[src/rtl/pit_pkg.sv]
package pit_pkg;

   localparam int CNT_W  = 16;
   localparam int DIGITS = CNT_W / 4;

   localparam logic [1:0] FMT_LATCH = 2'b00;
   localparam logic [1:0] FMT_LO    = 2'b01;
   localparam logic [1:0] FMT_HI    = 2'b10;
   localparam logic [1:0] FMT_WORD  = 2'b11;

   typedef enum logic [2:0] {
      MD_TC      = 3'd0,
      MD_ONESHOT = 3'd1,
      MD_RATE    = 3'd2,
      MD_SQUARE  = 3'd3,
      MD_SWSTB   = 3'd4,
      MD_HWSTB   = 3'd5
   } mode_e;

   // codes x10 and x11 fold onto the rate and square modes
   function automatic mode_e mode_of(input logic [2:0] code);
      if (code[1]) return mode_e'({1'b0, code[1:0]});
      return mode_e'(code);
   endfunction

   // one-step decrement, binary or packed decimal digits
   function automatic logic [CNT_W-1:0] cnt_dec(input logic [CNT_W-1:0] v,
                                                input logic bcd);
      logic [CNT_W-1:0] r;
      logic             brw;
      r   = v;
      brw = 1'b1;
      if (!bcd) begin
         r = v - 1'b1;
      end else begin
         for (int d = 0; d < DIGITS; d++) begin
            if (brw) begin
               if (v[4*d +: 4] == 4'd0) begin
                  r[4*d +: 4] = 4'd9;
               end else begin
                  r[4*d +: 4] = v[4*d +: 4] - 4'd1;
                  brw = 1'b0;
               end
            end
         end
      end
      return r;
   endfunction

endpackage

[src/rtl/pit_bus_decode.sv]
module pit_bus_decode #(
   parameter int N_CH = 3
) (
   input  logic            sel_n,
   input  logic            wr_en,
   input  logic            rd_en,
   input  logic [1:0]      addr,
   input  logic [3:0]      ctl_hi,
   output logic [N_CH-1:0] ctl_we,
   output logic [N_CH-1:0] lat_cmd,
   output logic [N_CH-1:0] dat_we,
   output logic [N_CH-1:0] dat_re
);
   import pit_pkg::*;

   localparam logic [1:0] CTL_ADDR = 2'd3;

   logic       wr_hit;
   logic       rd_hit;
   logic       ctl_hit;
   logic [1:0] sc;
   logic [1:0] rl;

   assign wr_hit  = wr_en && !sel_n;
   assign rd_hit  = rd_en && !sel_n;
   assign ctl_hit = wr_hit && (addr == CTL_ADDR);
   assign sc      = ctl_hi[3:2];
   assign rl      = ctl_hi[1:0];

   for (genvar g = 0; g < N_CH; g++) begin : g_dec
      assign ctl_we[g]  = ctl_hit && (sc == 2'(g)) && (rl != FMT_LATCH);
      assign lat_cmd[g] = ctl_hit && (sc == 2'(g)) && (rl == FMT_LATCH);
      assign dat_we[g]  = wr_hit && (addr == 2'(g));
      assign dat_re[g]  = rd_hit && (addr == 2'(g));
   end

endmodule

[src/rtl/pit_channel.sv]
module pit_channel (
   input  logic       clk,
   input  logic       rst,
   input  logic       tick,
   input  logic       gate,
   input  logic       ctl_we,
   input  logic [5:0] ctl_bits,
   input  logic       lat_cmd,
   input  logic       dat_we,
   input  logic       dat_re,
   input  logic [7:0] wdata,
   output logic       out,
   output logic [7:0] rbyte
);
   import pit_pkg::*;

   localparam int HB = CNT_W / 2;

   logic [1:0]       fmt;
   mode_e            mode;
   mode_e            new_mode;
   logic             bcd;
   logic [CNT_W-1:0] cnt, rld, lat, dn, dn2, ld_val, src;
   logic [HB-1:0]    lo_hold;
   logic             wflip, rflip, latched;
   logic             run, armed, pend, gate_q, xtra;
   logic             rise, trig, ld_go;

   assign new_mode = mode_of(ctl_bits[3:1]);
   assign rise     = gate && !gate_q;
   assign trig     = rise || pend;
   assign dn       = cnt_dec(cnt, bcd);
   assign dn2      = cnt_dec(dn, bcd);

   always_comb begin
      ld_go  = 1'b0;
      ld_val = '0;
      case (fmt)
         FMT_LO:   begin ld_go = dat_we;          ld_val = {{HB{1'b0}}, wdata}; end
         FMT_HI:   begin ld_go = dat_we;          ld_val = {wdata, {HB{1'b0}}}; end
         FMT_WORD: begin ld_go = dat_we && wflip; ld_val = {wdata, lo_hold};    end
         default:  begin ld_go = 1'b0;            ld_val = '0;                  end
      endcase
   end

   assign src = latched ? lat : cnt;

   always_comb begin
      case (fmt)
         FMT_HI:   rbyte = src[CNT_W-1:HB];
         FMT_WORD: rbyte = rflip ? src[CNT_W-1:HB] : src[HB-1:0];
         default:  rbyte = src[HB-1:0];
      endcase
   end

   always_ff @(posedge clk) begin
      if (rst) begin
         fmt     <= FMT_WORD;
         mode    <= MD_TC;
         bcd     <= 1'b0;
         cnt     <= '0;
         rld     <= '0;
         lat     <= '0;
         lo_hold <= '0;
         wflip   <= 1'b0;
         rflip   <= 1'b0;
         latched <= 1'b0;
         run     <= 1'b0;
         armed   <= 1'b0;
         pend    <= 1'b0;
         gate_q  <= 1'b0;
         xtra    <= 1'b0;
         out     <= 1'b0;
      end else begin
         gate_q <= gate;
         pend   <= tick ? 1'b0 : (pend || rise);
         if (ctl_we) begin
            fmt     <= ctl_bits[5:4];
            mode    <= new_mode;
            bcd     <= ctl_bits[0];
            out     <= (new_mode != MD_TC);
            run     <= 1'b0;
            armed   <= 1'b0;
            wflip   <= 1'b0;
            rflip   <= 1'b0;
            latched <= 1'b0;
            xtra    <= 1'b0;
            pend    <= 1'b0;
         end else begin
            if (dat_we && fmt == FMT_WORD) begin
               wflip <= !wflip;
               if (!wflip) lo_hold <= wdata;
            end
            if (lat_cmd && !latched) begin
               latched <= 1'b1;
               lat     <= cnt;
            end
            if (dat_re) begin
               if (fmt == FMT_WORD) rflip <= !rflip;
               if (latched && (fmt != FMT_WORD || rflip)) latched <= 1'b0;
            end
            if (ld_go) begin
               rld  <= ld_val;
               xtra <= 1'b0;
               case (mode)
                  MD_TC:      begin cnt <= ld_val; run <= 1'b1; out <= 1'b0; end
                  MD_RATE:    begin cnt <= ld_val; run <= 1'b1; out <= 1'b1; end
                  MD_SQUARE:  begin cnt <= {ld_val[CNT_W-1:1], 1'b0}; run <= 1'b1; out <= 1'b1; end
                  MD_SWSTB:   begin cnt <= ld_val; run <= 1'b1; out <= 1'b1; end
                  default:    begin armed <= 1'b1; end
               endcase
            end else if (tick) begin
               case (mode)
                  MD_TC: begin
                     if (run && gate && cnt != '0) begin
                        cnt <= dn;
                        if (cnt == CNT_W'(1)) out <= 1'b1;
                     end
                  end
                  MD_ONESHOT: begin
                     if (armed && trig) begin
                        cnt <= rld; out <= 1'b0; run <= 1'b1;
                     end else if (run && gate) begin
                        cnt <= dn;
                        if (cnt == CNT_W'(1)) begin out <= 1'b1; run <= 1'b0; end
                     end
                  end
                  MD_RATE: begin
                     if (run && gate) begin
                        if (cnt <= CNT_W'(1)) begin
                           cnt <= rld; out <= 1'b1;
                        end else begin
                           cnt <= dn; out <= (cnt != CNT_W'(2));
                        end
                     end
                  end
                  MD_SQUARE: begin
                     if (run) begin
                        if (cnt <= CNT_W'(2)) begin
                           if (out && rld[0] && !xtra) begin
                              xtra <= 1'b1;
                           end else begin
                              out  <= !out;
                              cnt  <= {rld[CNT_W-1:1], 1'b0};
                              xtra <= 1'b0;
                           end
                        end else begin
                           cnt <= dn2;
                        end
                     end
                  end
                  MD_SWSTB: begin
                     if (!out) begin
                        out <= 1'b1;
                     end else if (run && gate) begin
                        cnt <= dn;
                        if (cnt == CNT_W'(1)) begin out <= 1'b0; run <= 1'b0; end
                     end
                  end
                  default: begin
                     if (armed && trig) begin
                        cnt <= rld; run <= 1'b1; out <= 1'b1;
                     end else if (!out) begin
                        out <= 1'b1;
                     end else if (run) begin
                        cnt <= dn;
                        if (cnt == CNT_W'(1)) begin out <= 1'b0; run <= 1'b0; end
                     end
                  end
               endcase
            end
         end
      end
   end

endmodule

[src/rtl/pit_timer3.sv]
module pit_timer3 #(
   parameter int N_CH = 3
) (
   input  logic            clk,
   input  logic            rst,
   input  logic            sel_n,
   input  logic            wr_en,
   input  logic            rd_en,
   input  logic [1:0]      addr,
   input  logic [7:0]      wdata,
   output logic [7:0]      rdata,
   input  logic [N_CH-1:0] tick,
   input  logic [N_CH-1:0] gate,
   output logic [N_CH-1:0] out
);
   import pit_pkg::*;

   if (N_CH < 1 || N_CH > 3) begin : g_bad_nch
      $error("pit_timer3: N_CH must be 1..3, the control address takes the fourth slot");
   end
   if (CNT_W != 16) begin : g_bad_width
      $error("pit_timer3: counters must be 16 bits for two-byte access");
   end

   logic [N_CH-1:0]      ctl_we, lat_cmd, dat_we, dat_re;
   logic [N_CH-1:0][7:0] rbyte;

   pit_bus_decode #(.N_CH(N_CH)) u_dec (
      .sel_n   (sel_n),
      .wr_en   (wr_en),
      .rd_en   (rd_en),
      .addr    (addr),
      .ctl_hi  (wdata[7:4]),
      .ctl_we  (ctl_we),
      .lat_cmd (lat_cmd),
      .dat_we  (dat_we),
      .dat_re  (dat_re)
   );

   for (genvar c = 0; c < N_CH; c++) begin : g_ch
      pit_channel u_ch (
         .clk      (clk),
         .rst      (rst),
         .tick     (tick[c]),
         .gate     (gate[c]),
         .ctl_we   (ctl_we[c]),
         .ctl_bits (wdata[5:0]),
         .lat_cmd  (lat_cmd[c]),
         .dat_we   (dat_we[c]),
         .dat_re   (dat_re[c]),
         .wdata    (wdata),
         .out      (out[c]),
         .rbyte    (rbyte[c])
      );
   end

   always_comb begin
      rdata = '0;
      for (int i = 0; i < N_CH; i++) begin
         if (dat_re[i]) rdata = rbyte[i];
      end
   end

endmodule

[config.mk]
export PLATFORM = sky130hd
export DESIGN_NAME = pit_timer3
export DESIGN_NICKNAME = d
export VERILOG_FILES = /design/src/rtl/pit_pkg.sv /design/src/rtl/pit_bus_decode.sv /design/src/rtl/pit_channel.sv /design/src/rtl/pit_timer3.sv
export SDC_FILE = /design/constraint.sdc
export NUM_CORES = 1
export LEC_CHECK = 0
export BUFFER_PORTS_ARGS = -buffer_cell sky130_fd_sc_hd__buf_4
export CAP_MARGIN = 20
export CORE_ASPECT_RATIO = 1.4
export CORE_MARGIN = 2
export CORE_UTILIZATION = 55
export CTS_BUF_LIST = sky130_fd_sc_hd__clkbuf_4
export DETAILED_ROUTE_END_ITERATION = 10
export PLACE_DENSITY_LB_ADDON = 0.08
export SYNTH_ARGS = -nofsm -noshare
export SYNTH_HDL_FRONTEND = slang
export SYNTH_HIERARCHICAL = 1
export SYNTH_SLANG_ARGS = --single-unit
[constraint.sdc]
create_clock -name clk -period 4.8 [get_ports clk]
set_input_delay 0.48 -clock clk [delete_from_list [all_inputs] [get_ports clk]]
set_output_delay 0.48 -clock clk [all_outputs]
set_load 0.05 [all_outputs]
==> results.md <==
* Cell Rows at between 70 and 80
* Hold path startpoint: wdata[7]
* Port bufs at 31
* Largest family of logic cells by synthesized area: compound AO/OA/AOI/OAI gates
* Sw Share at around 31%
* Worst-path clk slew at approximately 0.080 ns
* Flops & latches, synth at 213
* Pwr Density at approximately 220 mW/mm2
* Global-route wire length before repair at 105600 um
* RD Place Congestion at between 1 and 1.5
* Crit Path Class: reg -> reg
* Setup Viol. Count Final at 0
* Vias in the first global route at about 18000
* Final hold vios at 0
* CTS Sinks at around 210
* Register share of total power at between 40 and 50%
* Leak pwr at 6.480 nW
* FMAX at around 240 MHz
* CP Capture Point: g_ch[0].u_ch/cnt[10]
* Final wirelength at 68890 um
* H-tree depth at 2
* Yosys warning count at 6
* Max Cap Viol at 0
* Routed wire per std cell at roughly 25 um
* Fin Setup TNS at 0 ns
* Cells after Synth at between 2000 and 2500
* Die Y at 214.2 um
* Xor/xnor share of the synthesized area at under 10%
* Main synth FF type: dfxtp_1
* Adder-cell area share of the yosys netlist at under 10%
* Mux cell area share after synthesis at ~7.0%
* Post-route cell area at roughly 0.019 mm2
* Initial DRC Count at 1998
* Worst reg-to-reg path cell count at 10
* Simple-gate share of the synthesized area at about 28%
* Number of synthesized flops with an enable pin at 0
* Chip width at 154.1 um
* Num ports at 32
* Maximum fanout along the worst path at 15
* P_sw at approximately 1.3 mW
* Maximum number of pins on one net before global-route repair at 72
* Count leader, synth: nand2_1
* CTS tree: yes
* Antenna Nets Post-Route at 0
* Initial antenna violation count at 2
* Pwr Total at 4.056 mW
* Tot GR Track Use at slightly above 40%
* Largest area contributor in the netlist: dfxtp_1
* Worst-Skew Late Latency at between 0.7 and 0.8 ns
* Layout Nets at roughly 2400
* Die area at around 0.033 mm2
* Share of async-settable or async-resettable flops after synthesis at 0%
* Share of cells above drive strength 1 at about 12%
* Seq/Total Area, Yosys at around 25%
* Fillers at around 3000
* DP Area at between 0.015 and 0.02 mm2
* Type of origin of the critical path: flop
* Footprint of the multi-input gates at between 0.01 and 0.015 mm2
* Num CTS Buffers at 57
* Initial Utilization at about 55%
* Syn avg cell area at 7.253 um2
* Final Cycle Share at a little under nine tenths
* Synth cell types at between 100 and 150
* P&R area growth vs syn at 7.605%
* Pre-CTS setup slack at 0.7222 ns
* Worst path required time at 5.48 ns
* Worst Setup End Kind: flop
* Root buf cell: clkbuf_4
* CP arrival at slightly below 5 ns
* Clock buffer depth at 3
* FF/Latch Area at between 0.004 and 0.005 mm2
* Slew at the pin closest to its max-slew limit at roughly 1.0 ns
* Slew headroom at approximately 30%
* Core area at around 0.031 mm2
* Max-slew violations at 0
* Hold crit path type: in -> reg
* Reg-to-reg endpoint: g_ch[0].u_ch/cnt[10]
* Fin worst setup slack at ~0.66 ns
* Synth Area in Compound Gates at about 30%
* Fin crit period at roughly 4.1 ns
* R2R Setup Slk at 0.66 ns
* Internal power at ~2.8 mW
* Unrepaired setup endpoints after global routing: no
* Max VDD drop at 0.2260 mV
* Synth cell count leaders: 315 x nand2_1, 249 x a21oi_1, 213 x dfxtp_1
* Synth top area cells: dfxtp_1 25%, a21oi_1 7.2%, nand2_1 6.8%
* Status: finished, final reports clean
* Clock skew at 0.05190 ns
* DR pass1 iterations at 6
* Post-synth net total at between 2000 and 2500
* Logic pwr share at around 14%
* CP startpoint: g_ch[0].u_ch/cnt[0]
* Routed vias/inst at 6.990
* Clock share of power at 41.4%
* Via count at about 20000
* DR DRC count at 0
* HPWL Detailed at just under 50000 um
* Synth top area share at between 20% and 30%
* Worst r2r src: g_ch[0].u_ch/cnt[0]
* Overflow after GRT at 0
* Synthesized area at around 0.017 mm2
[cells in the final DEF, fill, tap and decap left out, types with 13 or more instances in the layout]
master       n
and2_1      21
clkinv_1    20
nand2b_1    32
inv_1       48
nor2_1     198
or4_1       15
a21oi_1    249
a221oi_1    35
nand4_1     27
a221o_1     16
o211ai_1    39
ha_1        30
o2111ai_1   13
nand3b_1    20
dfxtp_1    213
nor2b_1     25
mux2i_1    110
o21ai_0    112
a22oi_1     32
a211oi_1    27
clkbuf_4    80
a31oi_1     31
xnor2_1     24
nor3_1      57
buf_4      104
or3_1       27
nand2_1    315
o22ai_1     37
xor2_1      17
nand3_1     84
o31ai_1     19
a311oi_1    14
nor4_1      25
[critical path, stage by stage (launching register included)]
cell and delay [ns]:
dfxtp_1 0.58, inv_1 0.22, ha_1 0.38, and2_1 0.26, o311ai_1 0.60, and4_1 0.42
nand4_1 0.37, or4b_1 0.60, a21oi_1 0.15, o311ai_0 0.16, a221oi_1 0.31
[worst min path at each step]
stage                                       to  slack [ns]  depth (start not counted)
after floorplan            g_ch[0].u_ch/lat[0]        0.44                          2
after global placement     g_ch[0].u_ch/lat[7]        0.44                          2
after detailed placement   g_ch[0].u_ch/lat[5]        0.45                          2
after CTS                 g_ch[1].u_ch/rld[15]        0.03                          3
after global routing      g_ch[1].u_ch/rld[15]        0.05                          3
final                     g_ch[1].u_ch/rld[15]        0.09                          3
[area by class of cell]
type,count,share of cell area (%)
multi-input combinational,1927,64.76
sequential,213,22.83
timing repair buffer,114,4.716
clock buffer,78,3.135
tap,395,2.646
inverter,51,1.025
clock inverter,30,0.8776
antenna,1,0.01340
[registers in the layout (all words and copies together), names as in the netlist, 6 cells and up]
register / flops
g_ch.u_ch/cnt: 48
g_ch.u_ch/lat: 48
g_ch.u_ch/lo_hold: 24
g_ch.u_ch/mode: 9
g_ch.u_ch/fmt: 6
g_ch.u_ch/rld: 48
[cell families after synthesis]
kind of cell	Yosys count
flops	213
xor+xnor	41
buf+inv	253
compound gates	777
mux	120
fa+ha+maj	30
simple gates	959
[power groups by stage]
stage / Sequential [mW] / Clock (mW) / Combinational, mW
final: 1.80 / 1.68 / 0.573
after global routing: 1.81 / 1.81 / 0.606
after CTS: 1.80 / 1.72 / 0.547
after detailed placement: 1.84 / 0 / 0.541
after global placement: 1.84 / 0 / 0.538
after floorplan: 1.83 / 0 / 0.367
[what timing repair did]
| action | 4_1_cts | 5_1_grt |
|---|---|---|
| hold endpoints to repair | 6 | 0 |
| endpoints found under the setup margin | 0 | 0 |
| hold buffers | 6 | 0 |
| resized for setup | 0 | 0 |
| buffers inserted | 0 | 0 |
[per-layer routing]
| metal | global-route usage [%] | wire (um) | vias up | share of wire, % |
|---|---|---|---|---|
| met5 | 0 | 16 | - | 0.023 |
| met2 | 67.97 | 32450 | 1211 | 47 |
| met3 | 7.478 | 5758 | 388 | 8.4 |
| met4 | 32.59 | 6620 | 2 | 9.6 |
| met1 | 44.74 | 24050 | 9097 | 35 |
| li1 | - | - | 8936 | - |
[stage by stage]
| stage | util (%) | hold slack, ns | instances |
|---|---|---|---|
| after floorplan | - | 0.4360 | 2393 |
| after global placement | 56.92 | 0.4407 | 2690 |
| after detailed placement | 56.92 | 0.4473 | 2690 |
| after CTS | 59.50 | 0.02874 | 2804 |
| after global routing | 59.65 | 0.04771 | 2809 |
| final | 59.65 | 0.08826 | 2809 |
Note: power is estimated with default switching activity, not from simulation.
